<file path="src/rtl/vfd_scan_pkg.sv">
package vfd_scan_pkg;
  localparam int MAX_SLOTS = 20;
  localparam int STEPS     = 16;
  localparam int SLOT_W    = 5;
  localparam int STEP_W    = 4;
  localparam int KEY_W     = 8;

  typedef struct packed {
    logic                dispSlot;  // current slot shows display data
    logic                keySlot;   // current slot is the key scan slot
    logic                active;    // lit portion of a display slot
    logic                keySample; // last tick of a strobe step
    logic [SLOT_W-1:0]   slot;
    logic [STEP_W-1:0]   step;
  } scanStrobe_t;
endpackage

</file>
<file path="src/rtl/vfd_scan_ctrl.sv">
module vfd_scan_ctrl
  import vfd_scan_pkg::*;
#(
  parameter int TICKS     = 4,
  parameter int ADDR_W    = 12,
  parameter int ROW_BYTES = 4
) (
  input  logic                clk,
  input  logic                rstN,
  input  logic                en,
  input  logic [SLOT_W-1:0]   slotCount,
  input  logic [STEP_W-1:0]   dimLevel,
  input  logic                keyScanEn,
  input  logic [ADDR_W-1:0]   ramBase,
  output scanStrobe_t         strb,
  output logic [ADDR_W-1:0]   ramAddr
);
  localparam int TICK_W = (TICKS > 1) ? $clog2(TICKS) : 1;

  logic [TICK_W-1:0] tick;
  logic [STEP_W-1:0] step;
  logic [SLOT_W-1:0] slot;
  logic [SLOT_W-1:0] nSlots;
  logic [SLOT_W-1:0] lastSlot;
  logic              tickLast;
  logic              stepLast;

  always_comb begin
    if (slotCount == '0)                          nSlots = SLOT_W'(1);
    else if (slotCount > SLOT_W'(MAX_SLOTS))      nSlots = SLOT_W'(MAX_SLOTS);
    else                                          nSlots = slotCount;
    lastSlot = keyScanEn ? nSlots : nSlots - SLOT_W'(1);
  end

  assign tickLast = (tick == TICK_W'(TICKS - 1));
  assign stepLast = (step == STEP_W'(STEPS - 1));

  // tick -> step -> slot counter chain
  always_ff @(posedge clk) begin
    if (!rstN || !en) begin
      tick <= '0;
      step <= '0;
      slot <= '0;
    end else if (tickLast) begin
      tick <= '0;
      if (stepLast) begin
        step <= '0;
        slot <= (slot >= lastSlot) ? '0 : slot + SLOT_W'(1);
      end else begin
        step <= step + STEP_W'(1);
      end
    end else begin
      tick <= tick + TICK_W'(1);
    end
  end

  always_comb begin
    strb.slot      = slot;
    strb.step      = step;
    strb.dispSlot  = en && (slot < nSlots);
    strb.keySlot   = en && keyScanEn && (slot == nSlots);
    strb.active    = strb.dispSlot &&
                     (({1'b0, step} + {1'b0, dimLevel}) >= (STEP_W + 1)'(STEPS));
    strb.keySample = strb.keySlot && tickLast;
  end

  assign ramAddr = ramBase + ADDR_W'(int'(slot) * ROW_BYTES);
endmodule

</file>
<file path="src/rtl/vfd_scan_datapath.sv">
module vfd_scan_datapath
  import vfd_scan_pkg::*;
#(
  parameter int DUAL     = 16,
  parameter int SEG_ONLY = 40
) (
  input  logic                     clk,
  input  logic                     rstN,
  input  scanStrobe_t              strb,
  input  logic [DUAL-1:0]          gridSel,
  input  logic [DUAL+SEG_ONLY-1:0] ramData,
  input  logic [KEY_W-1:0]         keyIn,
  input  logic [STEP_W-1:0]        keyRdIdx,
  input  logic                     keyChgClr,
  output logic [DUAL-1:0]          dualOut,
  output logic [SEG_ONLY-1:0]      segOut,
  output logic [KEY_W-1:0]         keyRdData,
  output logic                     keyChanged
);
  logic [DUAL-1:0]     dualNext;
  logic [SEG_ONLY-1:0] segNext;

  for (genvar i = 0; i < DUAL; i++) begin : g_dual
    always_comb begin
      if (gridSel[i]) dualNext[i] = strb.active && (strb.slot == SLOT_W'(i));
      else            dualNext[i] = strb.active && ramData[i];
    end
  end

  for (genvar k = 0; k < SEG_ONLY; k++) begin : g_seg
    if (k < STEPS) begin : g_strobe
      assign segNext[k] = strb.active ? ramData[DUAL+k]
                                      : (strb.keySlot && (strb.step == STEP_W'(k)));
    end else begin : g_plain
      assign segNext[k] = strb.active && ramData[DUAL+k];
    end
  end

  always_ff @(posedge clk) begin
    if (!rstN) begin
      dualOut <= '0;
      segOut  <= '0;
    end else begin
      dualOut <= dualNext;
      segOut  <= segNext;
    end
  end

  // key capture, delayed one cycle to line up with the registered strobe
  logic [KEY_W-1:0]  keyBuf [STEPS];
  logic              sampleD;
  logic [STEP_W-1:0] idxD;

  always_ff @(posedge clk) begin
    if (!rstN) begin
      sampleD    <= 1'b0;
      idxD       <= '0;
      keyChanged <= 1'b0;
      for (int j = 0; j < STEPS; j++) keyBuf[j] <= '0;
    end else begin
      sampleD <= strb.keySample;
      idxD    <= strb.step;
      if (sampleD) keyBuf[idxD] <= keyIn;
      if (sampleD && (keyIn != keyBuf[idxD])) keyChanged <= 1'b1;
      else if (keyChgClr)                     keyChanged <= 1'b0;
    end
  end

  assign keyRdData = keyBuf[keyRdIdx];
endmodule

</file>
<file path="src/rtl/vfd_grid_scanner.sv">
module vfd_grid_scanner
  import vfd_scan_pkg::*;
#(
  parameter int DUAL     = 16,
  parameter int SEG_ONLY = 40,
  parameter int TICKS    = 4,
  parameter int ADDR_W   = 12,
  localparam int ROW_W     = DUAL + SEG_ONLY,
  localparam int ROW_BYTES = (ROW_W + 7) / 8
) (
  input  logic                 clk,
  input  logic                 rstN,
  input  logic                 en,
  input  logic [4:0]           slotCount,
  input  logic [3:0]           dimLevel,
  input  logic [DUAL-1:0]      gridSel,
  input  logic                 keyScanEn,
  input  logic [ADDR_W-1:0]    ramBase,
  output logic [ADDR_W-1:0]    ramAddr,
  input  logic [ROW_W-1:0]     ramData,
  output logic [DUAL-1:0]      dualOut,
  output logic [SEG_ONLY-1:0]  segOut,
  input  logic [7:0]           keyIn,
  input  logic [3:0]           keyRdIdx,
  output logic [7:0]           keyRdData,
  input  logic                 keyChgClr,
  output logic                 keyChanged
);
  scanStrobe_t strb;

  vfd_scan_ctrl #(.TICKS(TICKS), .ADDR_W(ADDR_W), .ROW_BYTES(ROW_BYTES)) ctrl_i (
    .clk(clk), .rstN(rstN), .en(en), .slotCount(slotCount), .dimLevel(dimLevel),
    .keyScanEn(keyScanEn), .ramBase(ramBase), .strb(strb), .ramAddr(ramAddr)
  );

  vfd_scan_datapath #(.DUAL(DUAL), .SEG_ONLY(SEG_ONLY)) dp_i (
    .clk(clk), .rstN(rstN), .strb(strb), .gridSel(gridSel), .ramData(ramData),
    .keyIn(keyIn), .keyRdIdx(keyRdIdx), .keyChgClr(keyChgClr),
    .dualOut(dualOut), .segOut(segOut), .keyRdData(keyRdData), .keyChanged(keyChanged)
  );
endmodule

</file>
<file path="config.mk">
export PLATFORM = sky130hd
export DESIGN_NAME = vfd_grid_scanner
export DESIGN_NICKNAME = d
export VERILOG_FILES = /design/src/rtl/vfd_scan_pkg.sv /design/src/rtl/vfd_scan_ctrl.sv /design/src/rtl/vfd_scan_datapath.sv /design/src/rtl/vfd_grid_scanner.sv
export SDC_FILE = /design/constraint.sdc
export NUM_CORES = 1
export LEC_CHECK = 0
export BUFFER_PORTS_ARGS = -buffer_cell sky130_fd_sc_hd__buf_4
export CAP_MARGIN = 30
export CORE_ASPECT_RATIO = 0.9
export CORE_MARGIN = 4
export CORE_UTILIZATION = 25
export CTS_CLUSTER_DIAMETER = 100
export DETAILED_ROUTE_END_ITERATION = 8
export SLEW_MARGIN = 20
export SYNTH_ARGS = -nofsm -noshare
export SYNTH_HDL_FRONTEND = slang
export SYNTH_HIERARCHICAL = 1
export SYNTH_SLANG_ARGS = --single-unit
</file>
<file path="constraint.sdc">
create_clock -name clk -period 4.3 [get_ports clk]
set_clock_uncertainty 0.1 [all_clocks]
set_input_delay 0.86 -clock clk [delete_from_list [all_inputs] [get_ports clk]]
set_output_delay 0.86 -clock clk [all_outputs]
set_load 0.005 [all_outputs]
</file>
* After elaboration in Yosys (flattened, before gate mapping)
Memories as Yosys holds them, arrays and structs flattened. A register that Yosys moved wholly into a read port is not among the register bits.
Cells that the tools add are included.
** Word-level totals
- Bits in registers :: 73
- RAM bits :: 128
- Input bits :: 110
- Output and inout bits :: 77
- Logic and storage cells :: 188
- Memories kept :: 1
** Operators by class
- $add $sub $neg :: 6
- Multipliers :: 1
- Magnitude comparators :: 4
- Eq/ne operators :: 33
- Mux-type cells :: 47
- Reductions and logical operators :: 88
** Memories
- dp_i.keyBuf :: depth 16, bits a word 8, read ports 2, clocked after memory_dff 1, write ports 16, line vfd_scan_datapath.sv:50 : logic [KEY_W-1:0] keyBuf [STEPS];
** Operators by type and width (count)
- 1-bit logical AND :: 78
- 5-bit by 4-bit == test with 1-bit output, second input constant :: 8
- 1-bit two-way mux :: 39
- 4-bit == test, second input constant :: 8
- 5-bit by 3-bit == test with 1-bit output, second input constant :: 4
- 5-bit two-way mux :: 4
- 4-bit by 3-bit == test with 1-bit output, second input constant :: 4
- 12-bit adder :: 1
- 4-bit two-way mux :: 3
- 5-bit by 2-bit == test with 1-bit output, second input constant :: 2
- 5-bit zero test :: 2
- 4-bit by 2-bit == test with 1-bit output, second input constant :: 2
- 5-bit by 3-bit multiplier with 8-bit output, second input constant :: 1
- 8-bit two-way mux :: 1
- 8-bit != test :: 1
- 8-bit OR reduction :: 1
- 4-bit by 4-bit adder with 5-bit output :: 1
- 5-bit by 1-bit adder with 5-bit output, second input constant :: 1
- 5-bit by 1-bit == test with 1-bit output, second input constant :: 1
- 5-bit == test :: 1
- 5-bit >= comparator :: 1
- 5-bit >= comparator, second input constant :: 1
- 5-bit greater-than comparator, second input constant :: 1
- 5-bit less-than comparator :: 1
- 11 further kinds :: 12

* Depth between registers and ports, before layout
- Depth in word-level cells :: 8
- Mapped depth :: 13
- Gate-level depth less buffers :: 13

* Hierarchy
The synthesis kept the hierarchy.
** By module, submodules not included
- vfd_scan_datapath :: times used 1, cells an instance 658, area an instance 9087.5 µm²
- vfd_scan_ctrl :: times used 1, cells an instance 177, area an instance 1517.7 µm²

* Worst setup path before layout
No wires, ideal clock.
- Kind :: register to output
- Start point :: register ctrl_i.slot[2]
- End point :: output ramAddr[11]
- Data arrival time :: 2.867 ns
- Required time :: 3.340 ns
- Setup slack :: 0.473 ns
- Cell stages (with the launch flop) :: 9
- Cells stage by stage :: dfxtp_1 > fa_1 > fa_1 > fa_1 > a211o_1 > a21oi_1 > o21ai_0 > nand4_1 > xnor2_1
** Between the ends
- Word-level cells in the longest chain between the ends :: 2
** RTL lines
- start: declaration :: line vfd_scan_ctrl.sv:22 : logic [SLOT_W-1:0] slot;
- start signal: assignment :: line vfd_scan_ctrl.sv:48 : slot <= (slot >= lastSlot) ? '0 : slot + SLOT_W'(1);
- 5-bit by 3-bit multiplier with 8-bit output :: line vfd_scan_ctrl.sv:67 : assign ramAddr = ramBase + ADDR_W'(int'(slot) * ROW_BYTES);
- 12-bit adder :: line vfd_scan_ctrl.sv:67
- end: declaration :: line vfd_grid_scanner.sv:19 : output logic [ADDR_W-1:0] ramAddr,
Every way passes these cells.

* Final worst setup path
- Start point :: register ctrl_i.slot[2]
- End point :: output ramAddr[10]
The elaborated chain is that of the path after synthesis.

==> flow_summary.ini <==
[global_routing]
grt_overflow_total = 0
grt_pass1_vias = 7818
antenna_found_initial = 1
grt_usage_pct = 13.5
grt_first_pass_wirelength_mm = 48.0
grt_max_degree = 36

[power_and_ir_drop]
switching_share_pct = 23.1
power_frac_comb_pct = 8.6
internal_power_mw = 3.36
finalPower_mw = 4.37
ir_drop_v = 0.000249
clockPowerShare_pct = 43.0
powerDensity_mw_per_mm2 = 324
p_sw_mw = 1.01
seq_power_share_pct = 48.4
p_leak_nw = 5.30

[worst_setup_path]
crit_path_end_kind = output port
required_ns = 3.34
crit_type = reg2out
reg2reg_depth = 8
cp-startpoint = ctrl_i/slot[2]
critPathMaxFanout = 9
cp.arrival_ns = 3.25
start_kind = register
r2r_start = dp_i/idxD[0]

[placed_design]
gp_congestion = 0.890
dp_slack_ns = 0.242
hpwl_mm = 23.0
placed_area_sq_mm = 0.0127
portBuffers = 186

[drt]
via_per_inst = 4.75
wl_per_cell_um = 19.9
firstDrtPassIters = 5
routed_wl_mm = 31.8
ant_nets = 0
drt_iter0_markers = 683
vias = 7579
drc = 0

[timing]
tightest_slew_ns = 0.905
rsz0062_at_grt = yes
drv_slew = 0
setup_tns_ns = 0
min_period_over_period_pct = 98.0
fin_ws_ns = 0.0855
period_needed_ns = 4.21
setup_viol = 0
hold_violations = 0
max_slew_margin_pct = 39.4
fmax_mhz = 237

[floorplan]
ioPinCount = 187
die_h_um = 203
num_rows = 71
initial_core_util_pct = 25.3
die_w_um = 225
dieArea_sq_mm = 0.0458
core_area_sq_mm = 0.0418

[worst_hold_path]
hold_path_startpoint = ctrl_i/tick[0]
hp-class = reg2reg
hold_depth = 1

[outcome]
status = complete, no violations

[logic_synthesis]
yosysSeqAreaShare_pct = 50.0
ys_ff_latch = 201
synth.distinct_cells = 57
synthAdderAreaFrac_pct = 5.17
muxShareOfSynthArea_pct = 16.9
synth_warnings = 6
synth-xor-area-share_pct = 2.15
synth_compound_area_share_pct = 6.05
netlist_instances = 835
async_flop_share_pct = 0
synth_simple_gate_area_share_pct = 16.7
synth_top_family_by_area = multiplexers
synthFlopType = edfxtp_1
netlist_area_sq_mm = 0.0106
synth_edf_count = 128
synth_nets = 984
synth_area_per_cell_sq_um = 12.7

[clocking]
cts_inserted_buffers = 24
clk_latency_ns = 0.53
clkTransAtPathRegs_ns = 0.06
holdBufCountCts = 0
root_buffer = clkbuf_16
clock_path_buffers = 3
cts_tree = done
numClockSinks = 201
htree_levels = 1

[layout]
design_area_sq_mm = 0.0135
syn2layout_area_growth_pct = 27.1
nets = 1182
drive_gt1_share_pct = 32.6

[job]
cap_viol_max_count = 0
-- registers in the layout (all words and copies together), names as in the netlist --
| signal | cells |
|---|---|
| dp_i/idxD | 4 |
| dp_i/dualOut | 16 |
| ctrl_i/slot | 5 |
| dp_i/keyBuf | 128 |
| ctrl_i/tick | 2 |
| ctrl_i/step | 4 |
| dp_i/keyChanged | 1 |
| dp_i/segOut | 40 |
| dp_i/sampleD | 1 |
-- critical path, stage by stage (launching register included) --
cell and delay [ns]:
dfxtp_4 0.36, buf_4 0.17, fa_1 0.56, fa_1 0.46, ha_4 0.31, o21ai_1 0.09, o211ai_1 0.31, nand4_1 0.16
xnor2_1 0.18, buf_4 0.13
-- Yosys cell counts, drive strengths merged (2+ instances only) --
cell type,count,area share (%)
mux4,64,14
dfxtp,73,14
buf,18,1.2
o31ai,4,0.28
nor2b,7,0.41
nand2b,27,1.7
a22o,10,0.83
a21o,3,0.21
o21ai,26,1.3
and3,24,1.4
nor3b,5,0.35
a221oi,4,0.33
mux2,9,0.96
nor2,28,0.99
nand2,29,1.0
xnor2,17,1.4
or3,3,0.18
clkbuf,31,1.1
nand3b,2,0.14
nor3,11,0.57
and3b,2,0.17
o211ai,2,0.14
o22ai,4,0.24
ha,31,3.7
o21bai,2,0.14
a21oi,28,1.3
nand4,9,0.53
a211oi,2,0.14
fa,8,1.5
and2,134,7.9
inv,18,0.64
o21a,2,0.14
a31oi,5,0.29
edfxtp,128,36
mux2i,23,2.2
nand3,23,1.1
xor2,9,0.74
-- power by group through the flow --
| stage | combinational (mW) | sequential, mW | clock (mW) |
|---|---|---|---|
| 5_1_grt | 0.404 | 2.11 | 2.01 |
| 2_1_floorplan | 0.193 | 2.14 | 0 |
| 3_3_place_gp | 0.372 | 2.15 | 0 |
| 3_5_place_dp | 0.376 | 2.15 | 0 |
| 6_report | 0.377 | 2.11 | 1.88 |
| 4_1_cts | 0.380 | 2.11 | 1.93 |
-- kinds of logic (layout without fill, tap and decap cells) --
kind of cell	after synthesis	in the layout
and+or+nand+nor	308	308
DFF	201	201
AOI/OAI and AO/OA	98	98
muxes	96	96
buffers and inverters	67	280
adders and majority gates	39	39
xor gates and xnor gates	26	26
other	0	1
-- metal layers --
| metal | vias up | GRT usage (%) | wire, um |
|---|---|---|---|
| met3 | 47 | 3.80 | 2700 |
| met4 | 0 | 3.35 | 709 |
| li1 | 3496 | - | - |
| met2 | 302 | 22.3 | 15000 |
| met1 | 3734 | 17.7 | 13400 |
| met5 | - | 0 | 0 |
-- placed cells by master (no fill, tap or decap), drive strengths merged, types with 10 or more instances in the layout --
| master | instances |
|---|---|
| a21oi | 28 |
| a22o | 10 |
| and2 | 134 |
| and3 | 24 |
| buf | 221 |
| clkbuf | 29 |
| clkinv | 10 |
| dfxtp | 73 |
| edfxtp | 128 |
| ha | 31 |
| inv | 18 |
| mux2i | 23 |
| mux4 | 64 |
| nand2 | 29 |
| nand2b | 27 |
| nand3 | 23 |
| nor2 | 28 |
| nor3 | 11 |
| o21ai | 26 |
| xnor2 | 17 |
-- cell type report --
cell class	instances	area, sq um
sequential	201	5320
timing repair buffer	221	1660
clock inverter	12	71.3
fill	4198	28400
tap	547	684
multi-input combinational	567	5030
antenna	1	2.50
inverter	18	67.6
clock buffer	29	651
-- path summary, 6_finish.rpt --
path	end	slack, ns
setup / recovery	ramAddr[10]	0.09
hold / removal	ctrl_i/tick[0]	0.33
setup reg to reg	dp_i/keyChanged	1.30
hold reg to reg	ctrl_i/tick[0]	0.33
-- metrics by stage --
stage / hold WS (ns) / instances / utilization (%)
after floorplan: 0.304 / 835 / -
after global placement: 0.314 / 1551 / 30.3
after detailed placement: 0.324 / 1551 / 30.3
after CTS: 0.332 / 1594 / 32.1
after global routing: 0.354 / 1596 / 32.2
final: 0.330 / 1596 / 32.2
-- timing repair --
action | CTS | global route
gates resized for setup | 9 | 7
setup buffers | 2 | 1
setup endpoints to repair | 6 | 6
pin swaps | 5 | 12
Note: power is estimated with default switching activity, not from simulation.
